### config.mk
export PLATFORM = sky130hd
export DESIGN_NAME = rxerr_counters
export DESIGN_NICKNAME = d
export VERILOG_FILES = /design/src/rtl/rxerr_pkg.sv /design/src/rtl/rxerr_sat_cnt.sv /design/src/rtl/rxerr_sticky.sv /design/src/rtl/rxerr_regif.sv /design/src/rtl/rxerr_counters.sv
export SDC_FILE = /design/constraint.sdc
export NUM_CORES = 1
export LEC_CHECK = 0
export BUFFER_PORTS_ARGS = -buffer_cell sky130_fd_sc_hd__buf_2
export CORE_UTILIZATION = 48
export DETAILED_ROUTE_END_ITERATION = 6
export HOLD_SLACK_MARGIN = 0.12
export PLACE_DENSITY = 0.85
export SYNTH_ARGS = -nofsm -noshare
export SYNTH_HDL_FRONTEND = slang
export SYNTH_SLANG_ARGS = --single-unit
### constraint.sdc
create_clock -name clk -period 1.4 [get_ports clk]
set_input_delay 0.07 -clock clk [delete_from_list [all_inputs] [get_ports clk]]
set_output_delay 0.07 -clock clk [all_outputs]
set_load 0.02 [all_outputs]
### src/rtl/rxerr_pkg.sv
package rxerr_pkg;
    // status word bit positions (software decodes these)
    localparam int ST_CRC_OVR  = 0;
    localparam int ST_FEBE_OVR = 1;
    localparam int ST_FRM_CRC  = 2;
    localparam int ST_FIFO     = 3;
    localparam int ST_STUFF    = 4;
    localparam int ST_BITS     = 5;

    localparam int NUM_CNT     = 2;  // tally index 0: CRC, 1: far-end
    localparam int NUM_FLAG    = 3;  // frame crc, fifo, stuffing
endpackage

### src/rtl/rxerr_sat_cnt.sv
module rxerr_sat_cnt #(
    parameter int CNT_W = 8
) (
    input  logic             clk,
    input  logic             rst_n,
    input  logic             inc,
    input  logic             clr,
    output logic [CNT_W-1:0] cnt,
    output logic             ovr
);
    localparam logic [CNT_W-1:0] CNT_MAX = '1;

    typedef struct packed {
        logic [CNT_W-1:0] cnt;
        logic             ovr;
    } cnt_st_t;

    cnt_st_t st_d, st_q;

    always_comb begin
        st_d = st_q;
        if (clr) begin
            st_d = '0;
        end else if (inc) begin
            if (st_q.cnt == CNT_MAX) begin
                st_d.ovr = 1'b1;
            end else begin
                st_d.cnt = st_q.cnt + CNT_W'(1);
            end
        end
    end

    always_ff @(posedge clk or negedge rst_n) begin
        if (!rst_n) st_q <= '0;
        else        st_q <= st_d;
    end

    assign cnt = st_q.cnt;
    assign ovr = st_q.ovr;
endmodule

### src/rtl/rxerr_sticky.sv
module rxerr_sticky #(
    parameter int N = 3
) (
    input  logic         clk,
    input  logic         rst_n,
    input  logic [N-1:0] set,
    input  logic [N-1:0] w1c,
    output logic [N-1:0] flags
);
    typedef struct packed {
        logic [N-1:0] flags;
    } flag_st_t;

    flag_st_t st_d, st_q;

    always_comb begin
        st_d = st_q;
        // a fresh event outranks a simultaneous software clear
        st_d.flags = (st_q.flags & ~w1c) | set;
    end

    always_ff @(posedge clk or negedge rst_n) begin
        if (!rst_n) st_q <= '0;
        else        st_q <= st_d;
    end

    assign flags = st_q.flags;
endmodule

### src/rtl/rxerr_regif.sv
module rxerr_regif
    import rxerr_pkg::*;
#(
    parameter int                ADDR_W   = 4,
    parameter int                DATA_W   = 8,
    parameter int                CNT_W    = 8,
    parameter logic [ADDR_W-1:0] ADR_CRC  = 0,
    parameter logic [ADDR_W-1:0] ADR_FEBE = 1,
    parameter logic [ADDR_W-1:0] ADR_STAT = 2,
    parameter logic [ADDR_W-1:0] ADR_CLR  = 3
) (
    input  logic                          wr_en,
    input  logic [ADDR_W-1:0]             wr_addr,
    input  logic [DATA_W-1:0]             wr_data,
    input  logic [ADDR_W-1:0]             rd_addr,
    input  logic [NUM_CNT-1:0][CNT_W-1:0] cnt,
    input  logic [NUM_CNT-1:0]            ovr,
    input  logic [NUM_FLAG-1:0]           flags,
    output logic                          cnt_clr,
    output logic [NUM_FLAG-1:0]           flag_w1c,
    output logic [DATA_W-1:0]             rd_data
);
    logic [ST_BITS-1:0] status;

    assign status = {flags, ovr};

    always_comb begin
        cnt_clr  = wr_en && (wr_addr == ADR_CLR);
        flag_w1c = '0;
        if (wr_en && (wr_addr == ADR_STAT)) begin
            flag_w1c = wr_data[ST_FRM_CRC +: NUM_FLAG];
        end
    end

    always_comb begin
        rd_data = '0;
        unique case (rd_addr)
            ADR_CRC:  rd_data = DATA_W'(cnt[0]);
            ADR_FEBE: rd_data = DATA_W'(cnt[1]);
            ADR_STAT: rd_data = DATA_W'(status);
            default:  rd_data = '0;
        endcase
    end
endmodule

### src/rtl/rxerr_counters.sv
module rxerr_counters
    import rxerr_pkg::*;
#(
    parameter int                ADDR_W   = 4,
    parameter int                DATA_W   = 8,
    parameter int                CNT_W    = 8,
    parameter logic [ADDR_W-1:0] ADR_CRC  = 0,
    parameter logic [ADDR_W-1:0] ADR_FEBE = 1,
    parameter logic [ADDR_W-1:0] ADR_STAT = 2,
    parameter logic [ADDR_W-1:0] ADR_CLR  = 3
) (
    input  logic              clk,
    input  logic              rst_n,
    input  logic              crc_ev,
    input  logic              febe_ev,
    input  logic              frm_crc_ev,
    input  logic              fifo_ev,
    input  logic              stuff_ev,
    input  logic              wr_en,
    input  logic [ADDR_W-1:0] wr_addr,
    input  logic [DATA_W-1:0] wr_data,
    input  logic [ADDR_W-1:0] rd_addr,
    output logic [DATA_W-1:0] rd_data
);
    logic [NUM_CNT-1:0][CNT_W-1:0] cnt;
    logic [NUM_CNT-1:0]            ovr;
    logic [NUM_CNT-1:0]            cnt_ev;
    logic [NUM_FLAG-1:0]           flags;
    logic [NUM_FLAG-1:0]           flag_ev;
    logic [NUM_FLAG-1:0]           flag_w1c;
    logic                          cnt_clr;

    assign cnt_ev  = {febe_ev, crc_ev};
    assign flag_ev = {stuff_ev, fifo_ev, frm_crc_ev};

    for (genvar i = 0; i < NUM_CNT; i++) begin : g_cnt
        rxerr_sat_cnt #(.CNT_W(CNT_W)) u_cnt (
            .clk   (clk),
            .rst_n (rst_n),
            .inc   (cnt_ev[i]),
            .clr   (cnt_clr),
            .cnt   (cnt[i]),
            .ovr   (ovr[i])
        );
    end

    rxerr_sticky #(.N(NUM_FLAG)) u_flags (
        .clk   (clk),
        .rst_n (rst_n),
        .set   (flag_ev),
        .w1c   (flag_w1c),
        .flags (flags)
    );

    rxerr_regif #(
        .ADDR_W   (ADDR_W),
        .DATA_W   (DATA_W),
        .CNT_W    (CNT_W),
        .ADR_CRC  (ADR_CRC),
        .ADR_FEBE (ADR_FEBE),
        .ADR_STAT (ADR_STAT),
        .ADR_CLR  (ADR_CLR)
    ) u_regif (
        .wr_en    (wr_en),
        .wr_addr  (wr_addr),
        .wr_data  (wr_data),
        .rd_addr  (rd_addr),
        .cnt      (cnt),
        .ovr      (ovr),
        .flags    (flags),
        .cnt_clr  (cnt_clr),
        .flag_w1c (flag_w1c),
        .rd_data  (rd_data)
    );
endmodule

==> qor.json <==
{
  "synthesis": {
    "ys_seq_elements": 21,
    "synth_edf_count": 0,
    "syn-cell-area_um2": 1370,
    "synth_flop_cell": "sky130_fd_sc_hd__dfrtp_1",
    "syn_area_per_cell_um2": 9.29,
    "synth_nets": 173,
    "yosys_warnings": 0,
    "post_synth_cell_types": 36,
    "yosysSeqAreaShare_pct": 38.5,
    "async_flop_share_pct": 100,
    "synthesis.instances": 147
  },
  "grt": {
    "antenna_violations_before_repair": 0,
    "grt_overflow_total": 0,
    "grt_max_degree": 22,
    "grt_pass1_wl_mm": 6.58,
    "vias_in_the_first_global_route": 1441,
    "grt_usage_pct": 27.5
  },
  "clock_tree": {
    "path_clk_slew_ps": 120,
    "tritoncts": "built",
    "clockBufferDepth": 2,
    "htree_levels": 1,
    "clk-insertion-delay-late_ps": 310,
    "cts_made_buffers": 3,
    "total_number_of_clock_tree_sinks": 21,
    "cts_root_buf": "sky130_fd_sc_hd__clkbuf_4"
  },
  "placed_design": {
    "placed_cell_area_um2": 1540,
    "port_buffers": 26,
    "dp_hpwl_mm": 2.38,
    "gp_congestion": 0.791
  },
  "cells_and_area": {
    "stdcell_area_um2": 1820,
    "final_nets": 220,
    "layout_cell_share_with_drive_strength_beyond_1_pct": 39.9,
    "multi_input_gate_area_in_the_final_layout_um2": 828,
    "fill_cells": 178,
    "sequential_cell_area_um2": 532,
    "areaGrowthSynthToFinish_pct": 33.0,
    "num_antenna_cells": 0
  },
  "route": {
    "drt_drc_violations_left": 0,
    "routed_wire_length_per_instance_um": 17.7,
    "dr_vias": 1454,
    "avgViaCountPerCell": 6.52,
    "ant_nets": 0,
    "detailedRoute.firstPassIterationCount": 4,
    "drtIter0Drc": 64,
    "wl_mm": 3.95
  },
  "worst_setup_path": {
    "timing.critical_path.to_type": "output port",
    "setup.worst_path.start_class": "flop",
    "crit_fanout": 2,
    "crit-reg2reg-launch": "g_cnt[0].u_cnt.cnt[0]$_DFFE_PN0P_",
    "critPathMaxStageDelay_ps": 400,
    "startpoint": "g_cnt[1].u_cnt.cnt[0]$_DFFE_PN0P_",
    "critical-path-slowest-cell": "sky130_fd_sc_hd__dfrtp_1",
    "cp_cell_sequence": "buf_6, mux2i_1, or2_4, a21oi_2, buf_4",
    "cp.required_ps": 1330,
    "setup.worst_path.class": "flop to output port",
    "cp.arrival_ps": 1430,
    "timing.reg2reg.worst_path_depth": 4
  },
  "sta": {
    "setup_viol": 5,
    "setup_total_negative_slack_ps": -268,
    "rsz0062_at_grt": "true",
    "final_period_minus_worst_setup_slack_ps": 1500,
    "final_min_period_over_clock_period_pct": 107,
    "tightestPinTransition_ps": 487,
    "timing.max_slew.rel_slack_pct": 67.6,
    "finalClockSkew_ps": 5.59,
    "maxClockFrequency_mhz": 668,
    "postLayoutSetupSlackWorst_ps": -97.6,
    "drv_slew": 0,
    "final-hold-violation-count": 0
  },
  "die": {
    "area_of_the_die_um2": 3060,
    "rows": 18,
    "die_w_um": 55.4,
    "core_area_um2": 2590,
    "die_h_um": 55.4,
    "initial_utilization_pct": 52.8,
    "num_io_pins": 32
  },
  "min_path": {
    "min_path_cells": 3,
    "hold_class": "input port to flop",
    "hold_start": "febe_ev"
  },
  "run_status": {
    "failed_checks": "negative setup slack",
    "run_status": "complete, but fails checks"
  },
  "power_and_ir_drop": {
    "vdd_ir_drop_max_uv": 1320,
    "power.leakage_nw": 0.794,
    "finalPower_mw": 2.63,
    "power_density_nw_per_um2": 1450
  },
  "run": {
    "maxCapViolCount": 0
  }
}
==> worst paths after layout <==
path | endpoint | slack, ps
worst max register to register | g_cnt[0].u_cnt.cnt[7]$_DFFE_PN0P_ | 40
worst max-delay path | rd_data[0] | -100
worst min register to register | g_cnt[1].u_cnt.cnt[6]$_DFFE_PN0P_ | 540
worst min-delay path | g_cnt[1].u_cnt.cnt[2]$_DFFE_PN0P_ | 130
max in group asynchronous | g_cnt[0].u_cnt.cnt[4]$_DFFE_PN0P_ | 810
min in group asynchronous | g_cnt[1].u_cnt.cnt[7]$_DFFE_PN0P_ | 230
==> cells by family (layout without fill, tap and decap cells) <==
family / after synthesis / after routing / synth area share [%]
flip-flops: 21 / 21 / 38.5
AND/OR/NAND/NOR: 47 / 47 / 20.8
adder cells (fa/ha/maj): 2 / 2 / 1.83
buffers and inverters: 15 / 61 / 5.68
multiplexers: 14 / 14 / 10.3
AO/OA/AOI/OAI: 48 / 48 / 23.0
==> per-layer routing <==
layer  global-route usage, %  vias to the layer above  share of wire, %
met5                       0                        -                 0
met4                    17.5                        0               4.4
met3                    4.22                       23               7.8
met2                    47.8                      103                50
met1                    31.2                      686                38
li1                        -                      642                 -
==> flip-flops by register name, summed over array words and instances (netlist names) <==
name             flops
g_cnt.u_cnt.ovr      2
u_flags.flags        3
g_cnt.u_cnt.cnt     16
==> what timing repair did <==
| item | 4_1_cts | 5_1_grt |
|---|---|---|
| cloned | 0 | 0 |
| hold buffers | 7 | 0 |
| setup buffers | 9 | 1 |
| endpoints found under the setup margin | 10 | 15 |
| hold endpoints to repair | 24 | 0 |
| gates resized for setup | 21 | 13 |
| pin swaps | 3 | 4 |
==> final cells by class <==
class / count / area share, %
multi-input cells: 111 / 45.6
flip-flops and latches: 21 / 29.3
inverters: 5 / 1.03
repair buffers: 52 / 20.6
well taps: 30 / 2.07
clock buffers: 4 / 1.45
==> layout by cell type (no fill, tap or decap), types with 3 or more instances in the layout <==
| cell type | instances |
|---|---|
| sky130_fd_sc_hd__a31oi_1 | 3 |
| sky130_fd_sc_hd__nand4_1 | 4 |
| sky130_fd_sc_hd__a21oi_2 | 7 |
| sky130_fd_sc_hd__inv_1 | 5 |
| sky130_fd_sc_hd__a21oi_1 | 9 |
| sky130_fd_sc_hd__o21ai_0 | 8 |
| sky130_fd_sc_hd__dfrtp_2 | 5 |
| sky130_fd_sc_hd__a211oi_1 | 3 |
| sky130_fd_sc_hd__o31ai_1 | 4 |
| sky130_fd_sc_hd__buf_2 | 21 |
| sky130_fd_sc_hd__dlygate4sd3_1 | 7 |
| sky130_fd_sc_hd__buf_4 | 19 |
| sky130_fd_sc_hd__or2_2 | 4 |
| sky130_fd_sc_hd__o21bai_1 | 5 |
| sky130_fd_sc_hd__nand2_1 | 6 |
| sky130_fd_sc_hd__buf_6 | 5 |
| sky130_fd_sc_hd__dfrtp_1 | 16 |
| sky130_fd_sc_hd__mux2i_1 | 13 |
| sky130_fd_sc_hd__nand3_1 | 3 |
| sky130_fd_sc_hd__nor2_1 | 6 |
| sky130_fd_sc_hd__nor3_1 | 4 |
| sky130_fd_sc_hd__clkbuf_4 | 3 |
| sky130_fd_sc_hd__nand2b_1 | 3 |
==> per-stage QoR <==
step / setup slack [ps] / instances / hold WS (ps) / util, %
after floorplan: 16.3 / 147 / -226 / -
final: -97.6 / 223 / 133 / 70.1
after global routing: -146 / 223 / 147 / 70.1
after CTS: -72.8 / 222 / 121 / 68.2
after global placement: 65.0 / 202 / 44.5 / 59.6
after detailed placement: -31.0 / 202 / 59.4 / 59.6
==> power by group <==
group / leakage (nW) / internal, mW / switching, mW
clock: 0.0150 / 0.111 / 0.193
combinational: 0.527 / 0.701 / 0.656
sequential: 0.251 / 0.796 / 0.176
total: 0.794 / 1.61 / 1.02
==> worst max-delay path, delay by kind of cell (launching register included) <==
| family | cells | cell delay [ps] |
|---|---|---|
| AOI/OAI and AO/OA | 1 | 150 |
| buffers and inverters | 2 | 270 |
| DFF | 1 | 400 |
| muxes | 1 | 60 |
| and+or+nand+nor | 1 | 230 |
==> synthesized netlist by cell type (3+ instances only) <==
library cell	instances	area [um^2]
sky130_fd_sc_hd__buf_2	5	25.0
sky130_fd_sc_hd__o21ai_0	8	40.0
sky130_fd_sc_hd__nand2b_1	3	18.8
sky130_fd_sc_hd__nand4_1	4	25.0
sky130_fd_sc_hd__o21bai_1	5	37.5
sky130_fd_sc_hd__mux2i_1	14	140
sky130_fd_sc_hd__and3_1	3	18.8
sky130_fd_sc_hd__nand3_1	3	15.0
sky130_fd_sc_hd__or2_2	6	37.5
sky130_fd_sc_hd__buf_4	4	30.0
sky130_fd_sc_hd__dfrtp_1	21	526
sky130_fd_sc_hd__a31oi_1	3	18.8
sky130_fd_sc_hd__nor3_1	4	20.0
sky130_fd_sc_hd__inv_1	5	18.8
sky130_fd_sc_hd__a211oi_1	3	22.5
sky130_fd_sc_hd__o31ai_1	4	30.0
sky130_fd_sc_hd__and4_1	3	26.3
sky130_fd_sc_hd__nand2_1	6	22.5
sky130_fd_sc_hd__a21oi_1	16	80.1
sky130_fd_sc_hd__nor2_1	6	22.5
Note: power is estimated with default switching activity, not from simulation.
